$ cat src/rtl/irq_pkg.sv
package irq_pkg;
  localparam int NLVL = 4;
  typedef logic [1:0] lvl_t;
endpackage

$ cat src/rtl/irq_ext_capture.sv
module irq_ext_capture #(
  parameter int NEXT = 2
) (
  input  logic            clk,
  input  logic            rst,
  input  logic [NEXT-1:0] pin,
  input  logic [NEXT-1:0] edge_mode,
  input  logic [NEXT-1:0] clr,
  output logic [NEXT-1:0] req
);
  for (genvar i = 0; i < NEXT; i++) begin : g_pin
    logic smp, dly, flag;
    always_ff @(posedge clk) begin
      if (rst) begin
        smp  <= 1'b1;
        dly  <= 1'b1;
        flag <= 1'b0;
      end else begin
        smp <= pin[i];
        dly <= smp;
        if (!edge_mode[i])           flag <= 1'b0;
        else if (dly && !smp)        flag <= 1'b1;
        else if (clr[i])             flag <= 1'b0;
      end
    end
    assign req[i] = edge_mode[i] ? flag : ~smp;

    // a high-then-low sample pair in edge mode latches a request
    p_edge_latch_r8: assert property (@(posedge clk) disable iff (rst)
      (edge_mode[i] && dly && !smp) |=> (req[i] || !edge_mode[i]));
  end
endmodule

$ cat src/rtl/irq_arbiter.sv
module irq_arbiter
  import irq_pkg::*;
#(
  parameter int NSRC = 16,
  localparam int SW  = $clog2(NSRC)
) (
  input  logic [NSRC-1:0] pend,
  input  logic [NSRC-1:0] prio_lo,
  input  logic [NSRC-1:0] prio_hi,
  output logic            win_valid,
  output logic [SW-1:0]   win_idx,
  output lvl_t            win_lvl
);
  logic [NLVL-1:0] found;
  logic [SW-1:0]   idx_l [NLVL];

  for (genvar l = 0; l < NLVL; l++) begin : g_lvl
    logic          f;
    logic [SW-1:0] ix;
    always_comb begin
      f  = 1'b0;
      ix = '0;
      for (int i = NSRC - 1; i >= 0; i--) begin
        if (pend[i] && ({prio_hi[i], prio_lo[i]} == 2'(l))) begin
          f  = 1'b1;
          ix = SW'(i);
        end
      end
    end
    assign found[l] = f;
    assign idx_l[l] = ix;
  end

  always_comb begin
    win_valid = |found;
    win_idx   = '0;
    win_lvl   = '0;
    for (int l = 0; l < NLVL; l++) begin
      if (found[l]) begin
        win_idx = idx_l[l];
        win_lvl = 2'(l);
      end
    end
  end
endmodule

$ cat src/rtl/irq_nest_stack.sv
module irq_nest_stack
  import irq_pkg::*;
(
  input  logic clk,
  input  logic rst,
  input  logic push,
  input  lvl_t push_lvl,
  input  logic pop,
  output logic top_valid,
  output lvl_t top_lvl
);
  logic [NLVL-1:0] ins, pop_mask, push_mask;

  always_comb begin
    top_lvl = '0;
    for (int l = 0; l < NLVL; l++) if (ins[l]) top_lvl = 2'(l);
  end
  assign top_valid = |ins;
  assign pop_mask  = (pop && top_valid) ? (NLVL'(1) << top_lvl) : '0;
  assign push_mask = push ? (NLVL'(1) << push_lvl) : '0;

  always_ff @(posedge clk) begin
    if (rst) ins <= '0;
    else     ins <= (ins & ~pop_mask) | push_mask;
  end

  // a pushed level is in service on the next clock
  p_push_marks_r6: assert property (@(posedge clk) disable iff (rst)
    push |=> (top_valid && top_lvl >= $past(push_lvl)));
  // a return alone removes the level that was on top
  p_pop_top_r11: assert property (@(posedge clk) disable iff (rst)
    (pop && !push && top_valid) |=> (!top_valid || top_lvl < $past(top_lvl)));
endmodule

$ cat src/rtl/irq_prio_ctrl.sv
module irq_prio_ctrl
  import irq_pkg::*;
#(
  parameter int NSRC = 16,
  parameter int NEXT = 2,
  localparam int SW  = $clog2(NSRC)
) (
  input  logic                 clk,
  input  logic                 rst,
  input  logic [NEXT-1:0]      ext_pin,
  input  logic [NEXT-1:0]      ext_edge,
  input  logic [NSRC-NEXT-1:0] int_req,
  input  logic [NSRC-1:0]      src_en,
  input  logic                 glob_en,
  input  logic [NSRC-1:0]      prio_lo,
  input  logic [NSRC-1:0]      prio_hi,
  input  logic                 boundary,
  input  logic                 ack,
  input  logic                 reti,
  output logic                 irq,
  output logic [SW-1:0]        irq_src,
  output logic [1:0]           irq_lvl
);
  logic [NEXT-1:0] ext_req, ext_clr;
  logic [NSRC-1:0] pend;
  logic            win_valid, top_valid, grant_ok, take;
  logic [SW-1:0]   win_idx;
  lvl_t            win_lvl, top_lvl;

  irq_ext_capture #(.NEXT(NEXT)) u_cap (
    .clk(clk), .rst(rst), .pin(ext_pin), .edge_mode(ext_edge),
    .clr(ext_clr), .req(ext_req));

  assign pend = {int_req, ext_req} & src_en & {NSRC{glob_en}};

  irq_arbiter #(.NSRC(NSRC)) u_arb (
    .pend(pend), .prio_lo(prio_lo), .prio_hi(prio_hi),
    .win_valid(win_valid), .win_idx(win_idx), .win_lvl(win_lvl));

  assign take = ack && irq;

  irq_nest_stack u_stk (
    .clk(clk), .rst(rst), .push(take), .push_lvl(irq_lvl), .pop(reti),
    .top_valid(top_valid), .top_lvl(top_lvl));

  for (genvar i = 0; i < NEXT; i++) begin : g_clr
    assign ext_clr[i] = take && (irq_src == SW'(i));
  end

  assign grant_ok = win_valid && (!top_valid || win_lvl > top_lvl);

  always_ff @(posedge clk) begin
    if (rst) begin
      irq     <= 1'b0;
      irq_src <= '0;
      irq_lvl <= '0;
    end else if (take) begin
      irq <= 1'b0;
    end else if (boundary) begin
      irq     <= grant_ok;
      irq_src <= win_idx;
      irq_lvl <= win_lvl;
    end
  end

  // a presented request always outranks every in-service level
  p_strict_preempt_r6: assert property (@(posedge clk) disable iff (rst)
    (irq && top_valid) |-> (irq_lvl > top_lvl));
  // nothing is presented while the top level is in service
  p_top_locked_r7: assert property (@(posedge clk) disable iff (rst)
    (top_valid && top_lvl == 2'd3) |-> !irq);
  // global disable blocks a grant at a boundary
  p_glob_mask_r2: assert property (@(posedge clk) disable iff (rst)
    (boundary && !glob_en && !take) |=> !irq);
  // acknowledge drops the request on the next clock
  p_ack_drop_r10: assert property (@(posedge clk) disable iff (rst)
    take |=> !irq);
  // outputs hold between boundaries
  p_hold_r10: assert property (@(posedge clk) disable iff (rst)
    (!boundary && !ack) |=> ($stable(irq) && $stable(irq_src) && $stable(irq_lvl)));
endmodule

$ cat config.mk
export PLATFORM = sky130hd
export DESIGN_NAME = irq_prio_ctrl
export DESIGN_NICKNAME = d
export VERILOG_FILES = /design/src/rtl/irq_pkg.sv /design/src/rtl/irq_ext_capture.sv /design/src/rtl/irq_arbiter.sv /design/src/rtl/irq_nest_stack.sv /design/src/rtl/irq_prio_ctrl.sv
export SDC_FILE = /design/constraint.sdc
export NUM_CORES = 1
export LEC_CHECK = 0
export ABC_AREA = 0
export BUFFER_PORTS_ARGS = -buffer_cell sky130_fd_sc_hd__buf_2
export CELL_PAD_IN_SITES_DETAIL_PLACEMENT = 0
export CELL_PAD_IN_SITES_GLOBAL_PLACEMENT = 1
export CORE_UTILIZATION = 32
export DETAILED_ROUTE_END_ITERATION = 8
export GPL_TIMING_DRIVEN = 1
export PLACE_DENSITY = 0.75
export SLEW_MARGIN = 10
export SYNTH_ARGS = -nofsm -noshare
export SYNTH_HDL_FRONTEND = slang
export SYNTH_SLANG_ARGS = --single-unit
$ cat constraint.sdc
create_clock -name clk -period 2.4 [get_ports clk]
set_input_delay 0.12 -clock clk [delete_from_list [all_inputs] [get_ports clk]]
set_output_delay 0.12 -clock clk [all_outputs]
set_load 0.01 [all_outputs]
Word level (Yosys, flattened, before mapping)
Cells that the tools add are included.
{"block": "totals", "ff_bits": 17, "in_bits": 72, "out_inout_bits": 7, "wordCells": 318}
{"block": "classes", "magnitude_cmp": 1, "n_eq_ne": 49, "n_shift": 2, "muxes": 146, "n_bitwise": 10, "n_reduce_logical": 100}
{"operator": "4-bit 2-to-1 mux", "n": 70}
{"operator": "1-bit 2-to-1 mux", "n": 72}
{"operator": "1-bit logical AND", "n": 71}
{"operator": "2-bit == test, second input constant", "n": 32}
{"operator": "16-bit AND", "n": 2}
{"operator": "2-bit by 1-bit == test with 1-bit output, second input constant", "n": 16}
{"operator": "2-bit logical NOT", "n": 16}
{"operator": "2-bit 2-to-1 mux", "n": 4}
{"operator": "4-bit OR reduction", "n": 2}
{"operator": "1-bit by 2-bit left shift with 4-bit output, first input constant", "n": 2}
{"operator": "2-bit OR reduction", "n": 3}
{"operator": "1-bit inverter", "n": 5}
{"operator": "4-bit AND", "n": 1}
{"operator": "4-bit by 1-bit == test with 1-bit output, second input constant", "n": 1}
{"operator": "4-bit logical NOT", "n": 1}
{"operator": "4-bit inverter", "n": 1}
{"operator": "4-bit bitwise OR", "n": 1}
{"operator": "2-bit nonzero test", "n": 2}
{"operator": "1-bit logical NOT", "n": 3}
{"operator": "2-bit greater-than comparator", "n": 1}
{"operator": "2-bit AND reduction", "n": 1}
{"operator": "1-bit logical OR", "n": 1}

Logic depth before layout (Yosys ltp)
{"block": "logic_depth", "depth_word": 27, "depth_mapped": 13, "ltp_nobuf": 11}

Hierarchy
From an unflattened synthesis, not the netlist that was laid out.
{"block": "unflattened", "cells_unflattened": 297, "area_unflattened_um2": 2140.8}
{"module": "irq_arbiter", "n_inst": 1, "cells_per_inst": 203, "area_per_inst_um2": 1275.0, "seq_area_each_um2": 0.0}
{"module": "irq_prio_ctrl", "n_inst": 1, "cells_per_inst": 52, "area_per_inst_um2": 442.9, "seq_area_each_um2": 140.1}
{"module": "irq_ext_capture", "n_inst": 1, "cells_per_inst": 22, "area_per_inst_um2": 242.7, "seq_area_each_um2": 120.1}
{"module": "irq_nest_stack", "n_inst": 1, "cells_per_inst": 20, "area_per_inst_um2": 180.2, "seq_area_each_um2": 80.1}

Least setup slack after synthesis
No wires, ideal clock.
{"block": "synth_timing", "path_type": "register -> register", "from": "reg u_cap.g_pin[0].smp", "to": "reg irq", "setup_time_ps": 124, "t_arrival_ps": 2132, "required_time_ps": 2276, "slack_ps": 145, "path_stages_with_launch": 11, "n_path_buf": 0, "period_less_slack_ps": 2255, "path_cell_list": "dfxtp_1 -> or2_1 -> a2111oi_1 -> nor3_1 -> and3_1 -> nand2b_1 -> ha_1 -> a21oi_1 -> a21oi_1 -> o32ai_1 -> a21oi_1"}
{"block": "synth_via", "word_cells_on_any_way": 19, "cone_classes": "order compare (1); mux (8); bitwise (3); reduce/logical (7)"}
{"element": "from (decl)", "line_no": "irq_ext_capture.sv:12", "rtl": "logic smp, dly, flag;"}
{"element": "from (signal assigned)", "line_no": "irq_ext_capture.sv:19", "rtl": "smp <= pin[i];"}
{"element": "1-bit inverter (*)", "line_no": "irq_ext_capture.sv:26", "rtl": "assign req[i] = edge_mode[i] ? flag : ~smp;"}
{"element": "1-bit 2-to-1 mux (*)", "line_no": "irq_ext_capture.sv:26"}
{"element": "16-bit AND (*) (2 in a row)", "line_no": "irq_prio_ctrl.sv:34", "rtl": "assign pend = {int_req, ext_req} & src_en & {NSRC{glob_en}};"}
{"element": "1-bit logical AND", "line_no": "irq_arbiter.sv:24", "rtl": "if (pend[i] && ({prio_hi[i], prio_lo[i]} == 2'(l))) begin"}
{"element": "1-bit 2-to-1 mux", "line_no": "irq_arbiter.sv:24"}
{"element": "2-bit 2-to-1 mux", "line_no": "irq_arbiter.sv:39", "rtl": "if (found[l]) begin"}
{"element": "2-bit 2-to-1 mux (*)", "line_no": "irq_arbiter.sv:39"}
{"element": "named net u_arb.win_lvl[1]", "line_no": "irq_arbiter.sv:12", "rtl": "output lvl_t win_lvl"}
{"element": "2-bit greater-than comparator (*)", "line_no": "irq_prio_ctrl.sv:50", "rtl": "assign grant_ok = win_valid && (!top_valid || win_lvl > top_lvl);"}
{"element": "1-bit logical OR (*)", "line_no": "irq_prio_ctrl.sv:50"}
{"element": "1-bit logical AND (*)", "line_no": "irq_prio_ctrl.sv:50"}
{"element": "to (signal assigned)", "line_no": "irq_prio_ctrl.sv:60", "rtl": "irq <= grant_ok;"}
{"element": "to (decl)", "line_no": "irq_prio_ctrl.sv:20", "rtl": "output logic irq,"}
Mark *: on every way through the listed nets, which the timed path passes. The rest lies on a longest branch.
A chain may end at the register's enable or synchronous reset.

Final worst setup path
{"block": "layout_timing", "from": "reg u_cap.g_pin[1].smp", "to": "reg irq_src[1]"}
{"block": "layout_via", "elab_chain_len": 11, "word_cells_on_any_way": 28, "cone_classes": "mux (21); bitwise (3); reduce/logical (4)"}
{"element": "from (decl)", "line_no": "irq_ext_capture.sv:12"}
{"element": "from (signal assigned)", "line_no": "irq_ext_capture.sv:19"}
{"element": "1-bit inverter (*)", "line_no": "irq_ext_capture.sv:26"}
{"element": "1-bit 2-to-1 mux (*)", "line_no": "irq_ext_capture.sv:26"}
{"element": "16-bit AND (*) (2 in a row)", "line_no": "irq_prio_ctrl.sv:34"}
{"element": "1-bit logical AND", "line_no": "irq_arbiter.sv:24"}
{"element": "4-bit 2-to-1 mux / 1-bit 2-to-1 mux (equally long branches) (2 in a row)", "line_no": "irq_arbiter.sv:24"}
{"element": "4-bit 2-to-1 mux (3 in a row)", "line_no": "irq_arbiter.sv:39"}
{"element": "4-bit 2-to-1 mux (*)", "line_no": "irq_arbiter.sv:39"}
{"element": "to (signal assigned)", "line_no": "irq_prio_ctrl.sv:61", "rtl": "irq_src <= win_idx;"}
{"element": "to (decl)", "line_no": "irq_prio_ctrl.sv:21", "rtl": "output logic [SW-1:0] irq_src,"}
Mark *: on every way between the ends. The rest lies on a longest branch, timed or not.

==> qor.csv <==
stage,metric,value,unit
route,drt via density,5.798,
power,Lkg Pwr,1.360,nW
place,GP Congestion,0.8858,
logic_synthesis,Post-Synth Simple-Gate Area,41.16,%
sta,RSZ-0062 raised after global routing,no,
route,DRC viols,0,
layout,antenna cells,0,
worst_setup_path,FF-to-FF path depth,8,
place,Placement Cell Area,3060,um2
sta,endpoints failing setup,0,
logic_synthesis,#FFs+latches synth,17,
job,max-cap violation count,0,
logic_synthesis,post-synth cell types,66,
global_routing,total track usage,21.75,%
power,Pint,0.0006274,W
worst_setup_path,Crit-path slowest cell,or4_1,
power,Flop pwr share,32.4,%
sta,clock skew,0.004206,ns
power,Clock power frac,21.5,%
layout,Final #Nets,513,
floorplan,Die Wd,86.80,um
global_routing,initial antenna violation count,0,
layout,final instance area,3189,um2
floorplan,Initial Util,33.50,%
layout,area grow syn2layout,38.61,%
place,Final HPWL DP,6766,um
place,dpl cells,530,
power,Psw,0.0003588,W
logic_synthesis,Avg Inst Size Synth,7.037,um2
sta,post-layout minimum cycle time,2.233,ns
worst_setup_path,CP required,2.60,ns
sta,Slew Limit Fails,0,
place,number of I/O port buffers,78,
layout,"most common cell after layout, fill and taps aside",buf_2,
logic_synthesis,ranking of synthesized cells by area,"dfxtp_1 15%, nand2_1 5.2%, nor2_1 5.2%, nand4_1 4.1%, o22ai_1 3.5%",
worst_setup_path,end point of the critical path,irq_src[1],
logic_synthesis,combinational family with the most area after synthesis,simple AND/OR/NAND/NOR gates,
global_routing,largest net degree at the start of global routing,19,
floorplan,Die Span Y,86.80,um
floorplan,row count,30,
sta,final hold vios,0,
sta,final period utilization,93.03,%
worst_setup_path,Setup crit end kind,flip-flop,
layout,most frequent cells in the layout,"78 x buf_2, 37 x buf_4, 32 x nor2_1",
worst_setup_path,FF-to-FF setup slack,0.17,ns
logic_synthesis,compound-cell area share of the yosys netlist,37.74,%
route,Vias,3096,
floorplan,Core Area,6869,um2
worst_setup_path,CP Cell Sequence,"or2_4, a2111oi_4, nor3_1, and3_1, buf_4, or4_1, o2bb2ai_1, o21a_1",
run_status,status,finished clean,
worst_setup_path,Worst Setup SP,u_cap.g_pin[1].smp,
worst_setup_path,worst r2r src,u_cap.g_pin[1].smp,
power,PwrDens,309.2,nW/um2
cts,Skew-Pair Late Insertion Delay,0.25,ns
logic_synthesis,top cell type's share of synthesized area,14.79,%
cts,Max clock buf depth,2,
route,wire length per cell,15.17,um
logic_synthesis,Synth Cell Area,2301,um2
layout,Non-Filler Instances,534,
cts,H-tree depth,1,
logic_synthesis,synthesis warning total,0,
worst_setup_path,crit path DAT,2.43,ns
worst_setup_path,RR Endpoint,irq_src[1],
global_routing,"Remaining Overflow, GRT",0,
logic_synthesis,multiplexer share of the synthesized area,0,%
logic_synthesis,ys flop type,dfxtp_1,
logic_synthesis,Post-Synth Adder-Cell Area,1.088,%
logic_synthesis,XOR/XNOR share of the synthesized area,0,%
sta,Relative slew margins,59.33,%
cts,root buf cell,clkbuf_8,
logic_synthesis,cell taking the most area after synthesis,dfxtp_1,
layout,fraction of layout instances using a drive strength above 1,33.33,%
logic_synthesis,sequential area share after synthesis,14.79,%
power,total power,0.0009862,W
global_routing,vias in the first global route,2850,
sta,worst-margin pin slew,0.6015,ns
logic_synthesis,ys async rst share,0,%
floorplan,Die Area,7533,um2
worst_setup_path,crit path max fanout,5,
cts,register clock-pin slew on the reported worst setup and hold paths,0.07,ns
min_path,Tightest Hold Check Type,input port to flip-flop,
sta,FMAX,447.9,MHz
worst_setup_path,CP peak stage delay,0.40,ns
route,Iteration-0 DRC Markers,134,
power,switching part of the total,36.38,%
route,remaining antenna violation count,0,
logic_synthesis,Mapped Nets,401,
global_routing,first-pass GRT wire length,13200,um
power,Logic pwr share,46.1,%
route,First-pass DRT Iterations,4,
cts,CTS buffer count,3,
cts,CTS tree,done,
worst_setup_path,Critical Path Start Type,flip-flop,
cts,hold_buf cts,0,
power,Worst VDD drop,0.1532,mV
cts,CTS Sinks,17,
route,Detailed Route WL,8102,um
logic_synthesis,Gate Count Post-Synth,327,
logic_synthesis,Post-synth EDFFs,0,
worst_setup_path,Setup Crit Path Kind,flip-flop to flip-flop,
floorplan,num ports,79,
-- kinds of logic after synthesis --
kind of cell	after synthesis
AOI/OAI and AO/OA	115
buffers and inverters	28
and+or+nand+nor	165
adders and majority gates	2
DFF	17
-- synth_stat cells (all sizes together) (5+ instances only) --
library cell / n
nand2b: 6
nand2: 32
o21ai: 11
inv: 19
and4b: 5
buf: 5
o2bb2ai: 8
and4: 6
nor3: 8
a31oi: 8
nand3: 10
nand4b: 8
nor2b: 5
nand4: 15
or2: 9
dfxtp: 17
nor4: 8
o22ai: 13
a21oi: 15
a2111oi: 8
nor2: 32
-- metrics by stage --
| stage | hold slack [ns] | setup TNS (ns) | util [%] | setup WS (ns) |
|---|---|---|---|---|
| after global routing | 0.04650 | 0 | 46.43 | 0.01273 |
| after detailed placement | 0.3094 | -0.07111 | 44.55 | -0.04159 |
| final | 0.05154 | 0 | 46.43 | 0.1674 |
| after global placement | 0.3057 | -0.002213 | 44.55 | -0.002213 |
| after floorplan | 0.2075 | 0 | - | 0.1445 |
| after CTS | 0.04818 | 0 | 45.57 | 0.005962 |
-- worst max-delay path, delay by kind of cell, from the launching register on --
family | cells | cell delay [ns]
buffers and inverters | 1 | 0.14
DFF | 1 | 0.33
and+or+nand+nor | 4 | 1.05
AOI/OAI and AO/OA | 3 | 0.66
-- what timing repair did --
| item | in CTS | in global routing |
|---|---|---|
| pin swaps | 0 | 3 |
| resized for setup | 3 | 11 |
| endpoints found under the setup margin | 2 | 4 |
| setup buffers | 0 | 0 |
-- registers in the layout, indices dropped and copies added (netlist names) --
| register | flops |
|---|---|
| u_cap.g_pin.dly | 2 |
| u_stk.ins | 4 |
| u_cap.g_pin.smp | 2 |
| u_cap.g_pin.flag | 2 |
| irq_src | 4 |
| irq | 1 |
| irq_lvl | 2 |
-- worst min path at each step --
stage	start	endpoint	slack (ns)	cells past startpoint
after floorplan	boundary	irq	0.21	1
after global placement	ext_pin[0]	u_cap.g_pin[0].smp	0.31	2
after detailed placement	ext_pin[1]	u_cap.g_pin[1].smp	0.31	2
after CTS	ext_pin[1]	u_cap.g_pin[1].smp	0.05	2
after global routing	ext_pin[1]	u_cap.g_pin[1].smp	0.05	2
final	ext_pin[1]	u_cap.g_pin[1].smp	0.05	2
-- power by group through the flow --
stage	sequential [W]	combinational, W	clock, W
3_5_place_dp	0.000326	0.000436	0
3_3_place_gp	0.000325	0.000434	0
5_1_grt	0.000322	0.000502	0.000228
4_1_cts	0.000319	0.000441	0.000221
2_1_floorplan	0.000327	0.000229	0
6_report	0.000320	0.000455	0.000212
-- per-layer routing --
layer | share of wire, % | global-route usage [%]
met1 | 46 | 28.59
met2 | 48 | 38.58
met3 | 4.5 | 2.190
met4 | 1.3 | 3.939
met5 | 0 | 0
-- area by class of cell --
cell class / count / area (um2)
clock inverter: 1 / 5.005
fill: 697 / 3680
timing repair buffer: 116 / 688.2
clock buffer: 3 / 41.29
sequential: 17 / 340.3
tap: 96 / 120.1
multi-input combinational: 282 / 1923
inverter: 19 / 71.32
(Power assumes the default switching activity.)
